[src/rtl/shm_pkg.sv]
`timescale 1ns/1ps
package shm_pkg;
  localparam int unsigned SHM_NUM_ERR   = 2;
  localparam int unsigned SHM_IDX_CFG   = 0;
  localparam int unsigned SHM_IDX_STALL = 1;
endpackage

[src/rtl/shm_cfg_freeze.sv]
`timescale 1ns/1ps
module shm_cfg_freeze #(
  parameter int unsigned CFG_W = 52
) (
  input  logic             clk_i,
  input  logic             rst_ni,
  input  logic             hist_vld_i,
  input  logic             busy_i,
  input  logic [CFG_W-1:0] cfg_i,
  output logic             err_o
);
  logic [CFG_W-1:0] cfg_q;

  always_ff @(posedge clk_i or negedge rst_ni) begin
    if (!rst_ni) cfg_q <= '0;
    else         cfg_q <= cfg_i;
  end

  // whole group compared at once: one flag for any field change
  assign err_o = hist_vld_i & busy_i & (cfg_i != cfg_q);

  assert_cfg_change_flags_R2: assert property (@(posedge clk_i) disable iff (!rst_ni)
    (hist_vld_i && busy_i && !$stable(cfg_i)) |-> err_o);

  assert_idle_cfg_quiet_R3: assert property (@(posedge clk_i) disable iff (!rst_ni)
    !busy_i |-> !err_o);

  assert_held_cfg_quiet_R4: assert property (@(posedge clk_i) disable iff (!rst_ni)
    (hist_vld_i && $stable(cfg_i)) |-> !err_o);
endmodule

[src/rtl/shm_stall_hold.sv]
`timescale 1ns/1ps
module shm_stall_hold #(
  parameter int unsigned DATA_W = 32
) (
  input  logic              clk_i,
  input  logic              rst_ni,
  input  logic              hist_vld_i,
  input  logic              valid_i,
  input  logic              ready_i,
  input  logic [DATA_W-1:0] data_i,
  output logic              err_o
);
  logic              stall_q;
  logic [DATA_W-1:0] data_q;

  always_ff @(posedge clk_i or negedge rst_ni) begin
    if (!rst_ni) begin
      stall_q <= 1'b0;
      data_q  <= '0;
    end else begin
      stall_q <= valid_i & ~ready_i;
      data_q  <= data_i;
    end
  end

  // after a stall both valid and data must persist
  assign err_o = hist_vld_i & stall_q & (~valid_i | (data_i != data_q));

  assert_stall_data_R5: assert property (@(posedge clk_i) disable iff (!rst_ni)
    (hist_vld_i && $past(valid_i && !ready_i) && valid_i && !$stable(data_i)) |-> err_o);

  assert_stall_valid_R6: assert property (@(posedge clk_i) disable iff (!rst_ni)
    (hist_vld_i && $past(valid_i && !ready_i) && !valid_i) |-> err_o);

  assert_no_stall_quiet_R7: assert property (@(posedge clk_i) disable iff (!rst_ni)
    (hist_vld_i && !$past(valid_i && !ready_i)) |-> !err_o);
endmodule

[src/rtl/shm_sticky.sv]
`timescale 1ns/1ps
module shm_sticky (
  input  logic clk_i,
  input  logic rst_ni,
  input  logic set_i,
  input  logic clr_i,
  output logic flag_o
);
  logic flag_q;

  always_ff @(posedge clk_i or negedge rst_ni) begin
    if (!rst_ni)    flag_q <= 1'b0;
    else if (set_i) flag_q <= 1'b1;  // set beats clear
    else if (clr_i) flag_q <= 1'b0;
  end

  assign flag_o = flag_q;

  assert_sticky_set_R9: assert property (@(posedge clk_i) disable iff (!rst_ni)
    set_i |=> flag_o);

  assert_sticky_hold_R8: assert property (@(posedge clk_i) disable iff (!rst_ni)
    (flag_o && !clr_i) |=> flag_o);

  assert_sticky_clear_R8: assert property (@(posedge clk_i) disable iff (!rst_ni)
    (clr_i && !set_i) |=> !flag_o);
endmodule

[src/rtl/stall_hold_monitor.sv]
`timescale 1ns/1ps
module stall_hold_monitor
  import shm_pkg::*;
#(
  parameter int unsigned MODE_W = 4,
  parameter int unsigned LEN_W  = 16,
  parameter int unsigned BASE_W = 32,
  parameter int unsigned DATA_W = 32
) (
  input  logic              clk_i,
  input  logic              rst_ni,
  input  logic              busy_i,
  input  logic [MODE_W-1:0] cfg_mode_i,
  input  logic [LEN_W-1:0]  cfg_len_i,
  input  logic [BASE_W-1:0] cfg_base_i,
  input  logic              out_valid_i,
  input  logic              out_ready_i,
  input  logic [DATA_W-1:0] out_data_i,
  input  logic              err_clear_i,
  output logic              cfg_err_o,
  output logic              stall_err_o,
  output logic              cfg_err_sticky_o,
  output logic              stall_err_sticky_o
);
  localparam int unsigned CFG_W = MODE_W + LEN_W + BASE_W;

  logic                   hist_vld_q;
  logic [CFG_W-1:0]       cfg_bus;
  logic [SHM_NUM_ERR-1:0] pulse;
  logic [SHM_NUM_ERR-1:0] sticky;

  // masks checks until one edge of history exists
  always_ff @(posedge clk_i or negedge rst_ni) begin
    if (!rst_ni) hist_vld_q <= 1'b0;
    else         hist_vld_q <= 1'b1;
  end

  assign cfg_bus = {cfg_mode_i, cfg_len_i, cfg_base_i};

  shm_cfg_freeze #(.CFG_W(CFG_W)) u_cfg (
    .clk_i      (clk_i),
    .rst_ni     (rst_ni),
    .hist_vld_i (hist_vld_q),
    .busy_i     (busy_i),
    .cfg_i      (cfg_bus),
    .err_o      (pulse[SHM_IDX_CFG])
  );

  shm_stall_hold #(.DATA_W(DATA_W)) u_stall (
    .clk_i      (clk_i),
    .rst_ni     (rst_ni),
    .hist_vld_i (hist_vld_q),
    .valid_i    (out_valid_i),
    .ready_i    (out_ready_i),
    .data_i     (out_data_i),
    .err_o      (pulse[SHM_IDX_STALL])
  );

  for (genvar g = 0; g < SHM_NUM_ERR; g++) begin : g_sticky
    shm_sticky u_flag (
      .clk_i  (clk_i),
      .rst_ni (rst_ni),
      .set_i  (pulse[g]),
      .clr_i  (err_clear_i),
      .flag_o (sticky[g])
    );
  end

  assign cfg_err_o          = pulse[SHM_IDX_CFG];
  assign stall_err_o        = pulse[SHM_IDX_STALL];
  assign cfg_err_sticky_o   = sticky[SHM_IDX_CFG];
  assign stall_err_sticky_o = sticky[SHM_IDX_STALL];

  assert_first_cycle_quiet_R10: assert property (@(posedge clk_i) disable iff (!rst_ni)
    !hist_vld_q |-> !(cfg_err_o || stall_err_o));

  assert_cfg_not_stall_sticky_R11: assert property (@(posedge clk_i) disable iff (!rst_ni)
    (cfg_err_o && !stall_err_o && !stall_err_sticky_o) |=> !stall_err_sticky_o);
endmodule

[config.mk]
export PLATFORM = sky130hd
export DESIGN_NAME = stall_hold_monitor
export DESIGN_NICKNAME = d
export VERILOG_FILES = /design/src/rtl/shm_pkg.sv /design/src/rtl/shm_cfg_freeze.sv /design/src/rtl/shm_stall_hold.sv /design/src/rtl/shm_sticky.sv /design/src/rtl/stall_hold_monitor.sv
export SDC_FILE = /design/constraint.sdc
export NUM_CORES = 1
export LEC_CHECK = 0
export BUFFER_PORTS_ARGS = -buffer_cell sky130_fd_sc_hd__buf_2
export CAP_MARGIN = 10
export CORE_ASPECT_RATIO = 1.25
export CORE_UTILIZATION = 46
export DETAILED_ROUTE_END_ITERATION = 6
export PLACE_DENSITY = 0.82
export SETUP_SLACK_MARGIN = 0.02
export SYNTH_ARGS = -nofsm -noshare
export SYNTH_HDL_FRONTEND = slang
export SYNTH_SLANG_ARGS = --single-unit
[constraint.sdc]
create_clock -name clk_i -period 1.4 [get_ports clk_i]
set_input_delay 0 -clock clk_i [delete_from_list [all_inputs] [get_ports clk_i]]
set_output_delay 0 -clock clk_i [all_outputs]
set_load 0.05 [all_outputs]
==> flow_summary.json, run 1 <==
{
  "cts_tree": "done",
  "antenna_cells": 0,
  "ys.warnings.count": 0,
  "path_cells": "xnor2_2 -> nand4_1 -> nor4_2 -> nand4_1 -> o31a_4 -> buf_6",
  "crit_path_max_incr_delay_ns": 0.41,
  "syn_area_per_cell_um2": 15.1,
  "synth_area_mm2": 0.00318,
  "yosys-top-cells-area": "dfrtp_1 (69%), xor2_1 (18%), xnor2_1 (5.2%), nor4_1 (3.2%), nand4_1 (1.6%)",
  "clkLatencyLatePin_ns": 0.35,
  "yosys.area_share.simple": 0.0614,
  "cts.path.max_buffers": 2,
  "fin_crit_ns": 2.10,
  "end_kind": "output pin",
  "holdWs_ns": 0.0568,
  "skew_ns": 0.00816,
  "via_per_inst": 4.79,
  "die_w_um": 76.3,
  "synth_top_family_by_area": "XOR/XNOR gates",
  "worstSetupPathType": "reg2out",
  "clk_pin_slew_ns": 0.09,
  "place_inst": 400,
  "grt_usage": 0.254,
  "nets": 502,
  "synth_compound_area_frac": 0.0114,
  "finalNonFillerCells": 503,
  "synthXorXnorAreaFrac": 0.232,
  "worst_ep_required_time_ns": 1.40,
  "clock_sinks": 88,
  "hp-class": "in2reg",
  "rsz0062_at_grt": "true",
  "gp_routability_congestion": 0.701,
  "grt-ovfl-total": 0,
  "initial_utilization": 0.481,
  "root_buffer": "clkbuf_8",
  "period_share": 1.50,
  "fp.coreArea_mm2": 0.00661,
  "ys_ff_latch": 88,
  "wirelength_um": 8700,
  "postCtsSetupBuffers": 0,
  "drive_gt1_frac": 0.320,
  "final_area_mm2": 0.00509,
  "hpwl_um": 4280,
  "yosysTopAreaCell": "dfrtp_1",
  "worst_slack_ns": -0.697,
  "muxShareOfSynthArea": 0,
  "synthAdderAreaFrac": 0,
  "hold_violations": 0,
  "arrival_ns": 2.10,
  "ys.flop_type": "dfrtp_1",
  "post_dp_cell_area_mm2": 0.00386,
  "critPathLaunchType": "register",
  "grt_pass1_wl_um": 13400,
  "grt_pass1_vias": 2738,
  "first_pass_iters": 4,
  "area_growth_pct": 60.1,
  "dp_slack_ns": -0.372,
  "portBuffers": 93,
  "drv_slew": 0,
  "num_io_pins": 94,
  "vias": 2407,
  "synth.most_common_cell": "dfrtp_1",
  "power.density_mw_per_mm2": 1100,
  "synth_top_area_frac": 0.693,
  "htree_levels": 3,
  "synthArstFlopShare": 1.00,
  "dieArea_mm2": 0.00724,
  "drt_iter0_drc": 76,
  "rows": 33,
  "cp_max_fo": 2,
  "synth.distinct_cells": 18,
  "violations": "negative setup slack",
  "setup_violations": 4,
  "slowest_stage": "dfrtp_1",
  "antenna_found_initial": 0,
  "synth_edf_count": 0,
  "maxCapViolCount": 0,
  "cts_buffers": 9,
  "wl_per_cell_um": 17.3,
  "clock.fmax_mhz": 477,
  "drc_errors": 0,
  "yosysSeqAreaShare": 0.693,
  "syn_inst": 210,
  "status": "finished with violations",
  "rrSetupSlack_ns": -0.38,
  "peakVddDrop_mv": 0.788,
  "die_h_um": 94.9,
  "yosys-top-cells-count": "dfrtp_1 (88), xor2_1 (65), xnor2_1 (19), nor4_1 (16), nand4_1 (8)",
  "worst_path_most_repeated_cell": "nand4_1",
  "syn-num-nets": 300,
  "antenna_left": 0,
  "leakagePower_nw": 2.36,
  "grt_start_max_net_pins": 38
}
cells in the final DEF (no fill, tap or decap), types with 2 or more instances in the layout:
master and count:
dlygate4sd3_1 88, nand4_1 8, nor4_2 8, buf_4 10, nor4_1 8, xor2_1 65
nand3_1 2, dfrtp_1 88, xnor2_2 6, buf_2 90, xnor2_1 13, bufinv_16 3
clkbuf_8 9
timing repair:
action | 4_1_cts | 5_1_grt
endpoints found under the hold margin | 168 | 0
hold buffers | 88 | 0
endpoints found under the setup margin | 4 | 4
pin swaps | 4 | 14
gates resized for setup | 10 | 9
area by class of cell:
type / count / area, um2
clock inverters: 5 / 106
inverters: 1 / 3.75
flip-flops and latches: 88 / 2200
well taps: 87 / 109
fillers: 400 / 1520
clock buffers: 10 / 128
repair buffers: 191 / 1450
multi-input cells: 121 / 1080
worst paths after layout:
kind,startpoint,end,cells past startpoint
worst max-delay path,u_cfg.cfg_q[4],cfg_err_o,6
worst min-delay path,busy_i,g_sticky[0].u_flag.flag_o,3
worst max register to register,u_cfg.cfg_q[12],g_sticky[0].u_flag.flag_o,6
worst min register to register,g_sticky[1].u_flag.flag_o,g_sticky[1].u_flag.flag_o,1
max in group asynchronous,rst_ni,u_stall.data_q[24],3
min in group asynchronous,rst_ni,u_cfg.cfg_q[8],2
logic make-up (layout without fill, tap and decap cells):
| logic type | Yosys count | count (layout) |
|---|---|---|
| AO/OA/AOI/OAI | 4 | 4 |
| XOR/XNOR | 84 | 84 |
| buffers and inverters | 1 | 207 |
| flip-flops | 88 | 88 |
| other | 1 | 1 |
| AND/OR/NAND/NOR | 32 | 32 |
power by group:
| group | switching (mW) | internal, mW | total (mW) |
|---|---|---|---|
| Sequential | 0.0728 | 2.67 | 2.74 |
| Clock | 0.890 | 1.18 | 2.07 |
| Combinational | 0.349 | 0.429 | 0.777 |
| Total | 1.31 | 4.28 | 5.59 |
flip-flops by register name, indices dropped and copies added (netlist names):
register and flops:
u_stall.stall_q 1, hist_vld_q 1, u_stall.data_q 32, g_sticky.u_flag.flag_o 2, u_cfg.cfg_q 52
metal layers:
layer | vias up | track usage | routed length [um] | share of wire
met4 | 0 | 0.119 | 221 | 0.025
met1 | 1186 | 0.264 | 3170 | 0.36
met2 | 95 | 0.490 | 4890 | 0.56
met3 | 20 | 0.0531 | 422 | 0.048
li1 | 1106 | - | - | -
met5 | - | 0 | 0 | 0
per-stage QoR:
| stage | TNS, ns | utilization | power, mW |
|---|---|---|---|
| floorplan | -0.305 | - | 2.99 |
| global placement | -1.26 | 0.584 | 3.27 |
| detailed placement | -1.34 | 0.584 | 3.29 |
| CTS | -1.94 | 0.760 | 5.53 |
| global route | -2.15 | 0.770 | 5.79 |
| finish | -1.87 | 0.770 | 5.59 |
worst max-delay path, delay by kind of cell, from the launching register on:
| kind | cells | cell delay (ns) |
|---|---|---|
| buffers and inverters | 1 | 0.15 |
| xor gates and xnor gates | 1 | 0.20 |
| AOI/OAI and AO/OA | 1 | 0.31 |
| DFF | 1 | 0.41 |
| and+or+nand+nor | 3 | 0.66 |
Note: power is estimated with default switching activity, not from simulation.
==> run 2: changes to the inputs <==
REMOVE_ABC_BUFFERS = 1   (was not set)
==> run 2 against run 1 <==
Effect of this change: the run still ends with negative setup slack left; sequential power about the same; final cell count down 0.60%; critical endpoint unchanged; sequential share of layout area up 0.86 points; hold slack better by 0.013 ns; via count down 3.5%; fmax up 2.5%; clock skew up 0.0042 ns; non-clock buffer count down 4; clock power down 18%; total power down 7.6%.
==> flow_summary.json, run 2 (synthesis results as in run 1) <==
{
  "final_common_cell": "buf_2",
  "period_share": 1.46,
  "critPathLaunch": "u_cfg.cfg_q[12]",
  "rrSetupSlack_ns": -0.39,
  "drive_gt1_frac": 0.303,
  "hp-class": "in2reg",
  "pwr-share-comb": 0.141,
  "largest_reg_flops": 52,
  "fin_crit_ns": 2.05,
  "maxCapViolCount": 0,
  "htree_levels": 3,
  "path_cells": "xor2_1 -> nor4_1 -> nand4_1 -> buf_4 -> o31a_4 -> buf_8",
  "antenna_left": 0,
  "root_buffer": "clkbuf_8",
  "initial_utilization": 0.481,
  "die_h_um": 94.9,
  "clkLatencyLatePin_ns": 0.34,
  "dieArea_mm2": 0.00724,
  "cts_tree": "done",
  "drv_slew": 0,
  "violations": "negative setup slack",
  "power.share.sequential": 0.529,
  "worst_slack_ns": -0.645,
  "clock.fmax_mhz": 489,
  "r2r-start": "u_stall.data_q[1]",
  "clk_pin_slew_ns": 0.09,
  "via_per_inst": 4.65,
  "skew_ns": 0.0124,
  "critPathTopFamily": "simple AND/OR/NAND/NOR gates",
  "wl_per_cell_um": 14.1,
  "die_w_um": 76.3,
  "antenna_cells": 0,
  "cts_buffers": 9,
  "worstSetupPathType": "reg2out",
  "wirelength_um": 7030,
  "leakagePower_nw": 2.29,
  "hold_violations": 0,
  "internal_power_mw": 3.92,
  "power_switching_mw": 1.25,
  "antenna_found_initial": 0,
  "grt-ovfl-total": 0,
  "cp_num_cells": 6,
  "finish.utilization": 0.755,
  "drc_errors": 0,
  "cp_num_buf_inv": 2,
  "clock_sinks": 88,
  "hpwl_um": 4330,
  "gp_routability_congestion": 0.719,
  "regMostFlops": "u_cfg.cfg_q",
  "arrival_ns": 2.05,
  "r2r_end": "g_sticky[1].u_flag.flag_o",
  "grt_pass1_vias": 2557,
  "status": "finished with violations",
  "crit_path_max_incr_delay_ns": 0.38,
  "crit_end": "cfg_err_o",
  "worst_ep_required_time_ns": 1.40,
  "swShare": 0.242,
  "clkPwrFrac": 0.330,
  "nets": 498,
  "cp_max_fo": 2,
  "slowest_stage": "dfrtp_1",
  "end_kind": "output pin",
  "holdWs_ns": 0.0699,
  "setup_violations": 4,
  "power.density_mw_per_mm2": 1040,
  "critPathLaunchType": "register",
  "num_io_pins": 94,
  "grt_start_max_net_pins": 35,
  "finalNonFillerCells": 500,
  "fp.coreArea_mm2": 0.00661,
  "rsz0062_at_grt": "true",
  "setup_tns_ns": -1.85,
  "grt_usage": 0.209,
  "portBuffers": 93,
  "drt_iter0_drc": 36,
  "place_inst": 394,
  "rows": 33,
  "vias": 2323,
  "worst-r2r-cell-count": 6,
  "peakVddDrop_mv": 0.830,
  "layout_common_cells": "buf_2 (90), dfrtp_1 (88), dlygate4sd3_1 (88)",
  "grt_pass1_wl_um": 11300,
  "cts.path.max_buffers": 2,
  "first_pass_iters": 3,
  "area_growth_pct": 57.0
}
==> run 2: cell count changes in the layout (fill, tap and decap cells not counted), sizes merged <==
cell	before	now
buf	103	99
inv	1	2
clkinvlp	1	2
bufinv	3	1
clkinv	1	2
==> run 2: worst min-delay path by stage <==
stage | end | start | cells past startpoint
global route | g_sticky[0].u_flag.flag_o | busy_i | 3
finish | g_sticky[0].u_flag.flag_o | busy_i | 3
floorplan | g_sticky[0].u_flag.flag_o | rst_ni | 0
global placement | u_cfg.cfg_q[2] | rst_ni | 1
detailed placement | u_cfg.cfg_q[24] | rst_ni | 1
CTS | g_sticky[0].u_flag.flag_o | busy_i | 3
==> run 2: final cells by class <==
cell class | count | area, um2
sequential | 88 | 2200
fill | 433 | 1620
timing repair buffer | 187 | 1440
multi-input combinational | 121 | 1040
clock buffer | 10 | 128
tap | 87 | 109
clock inverter | 6 | 67.6
inverter | 1 | 3.75
==> run 2: tightest hold or removal path: cells and delay by family <==
kind,cells,cell delay (ns)
buffers and inverters,1,0.07
and+or+nand+nor,1,0.15
AOI/OAI and AO/OA,1,0.15
==> run 2: through the flow <==
| step | instance area, um2 | total power [mW] | worst slack (ns) |
|---|---|---|---|
| 2_1_floorplan | 3180 | 2.99 | -0.340 |
| 3_3_place_gp | 3810 | 3.26 | -0.327 |
| 3_5_place_dp | 3810 | 3.28 | -0.360 |
| 4_1_cts | 4940 | 5.17 | -0.672 |
| 5_1_grt | 4990 | 5.40 | -0.709 |
| 6_report | 4990 | 5.16 | -0.645 |
==> run 2: power groups by stage <==
| stage | clock network (mW) | logic [mW] | registers [mW] |
|---|---|---|---|
| 2_1_floorplan | 0 | 0.203 | 2.79 |
| 3_3_place_gp | 0 | 0.483 | 2.77 |
| 3_5_place_dp | 0 | 0.498 | 2.78 |
| 4_1_cts | 1.74 | 0.695 | 2.73 |
| 5_1_grt | 1.86 | 0.797 | 2.75 |
| 6_report | 1.70 | 0.729 | 2.73 |
==> run 2: per-layer routing <==
layer	global-route usage	vias up	share of wire
met1	0.234	1151	0.39
met3	0.0386	17	0.030
li1	-	1091	-
met2	0.386	64	0.56
met4	0.0978	0	0.024
met5	0	-	0
==> run 2: timing repair <==
action,in CTS,in global routing
pin swaps,10,23
buffers inserted,6,0
hold endpoints to repair,174,0
endpoints found under the setup margin,4,4
hold buffers,88,0
resized for setup,7,11
cloned,0,0
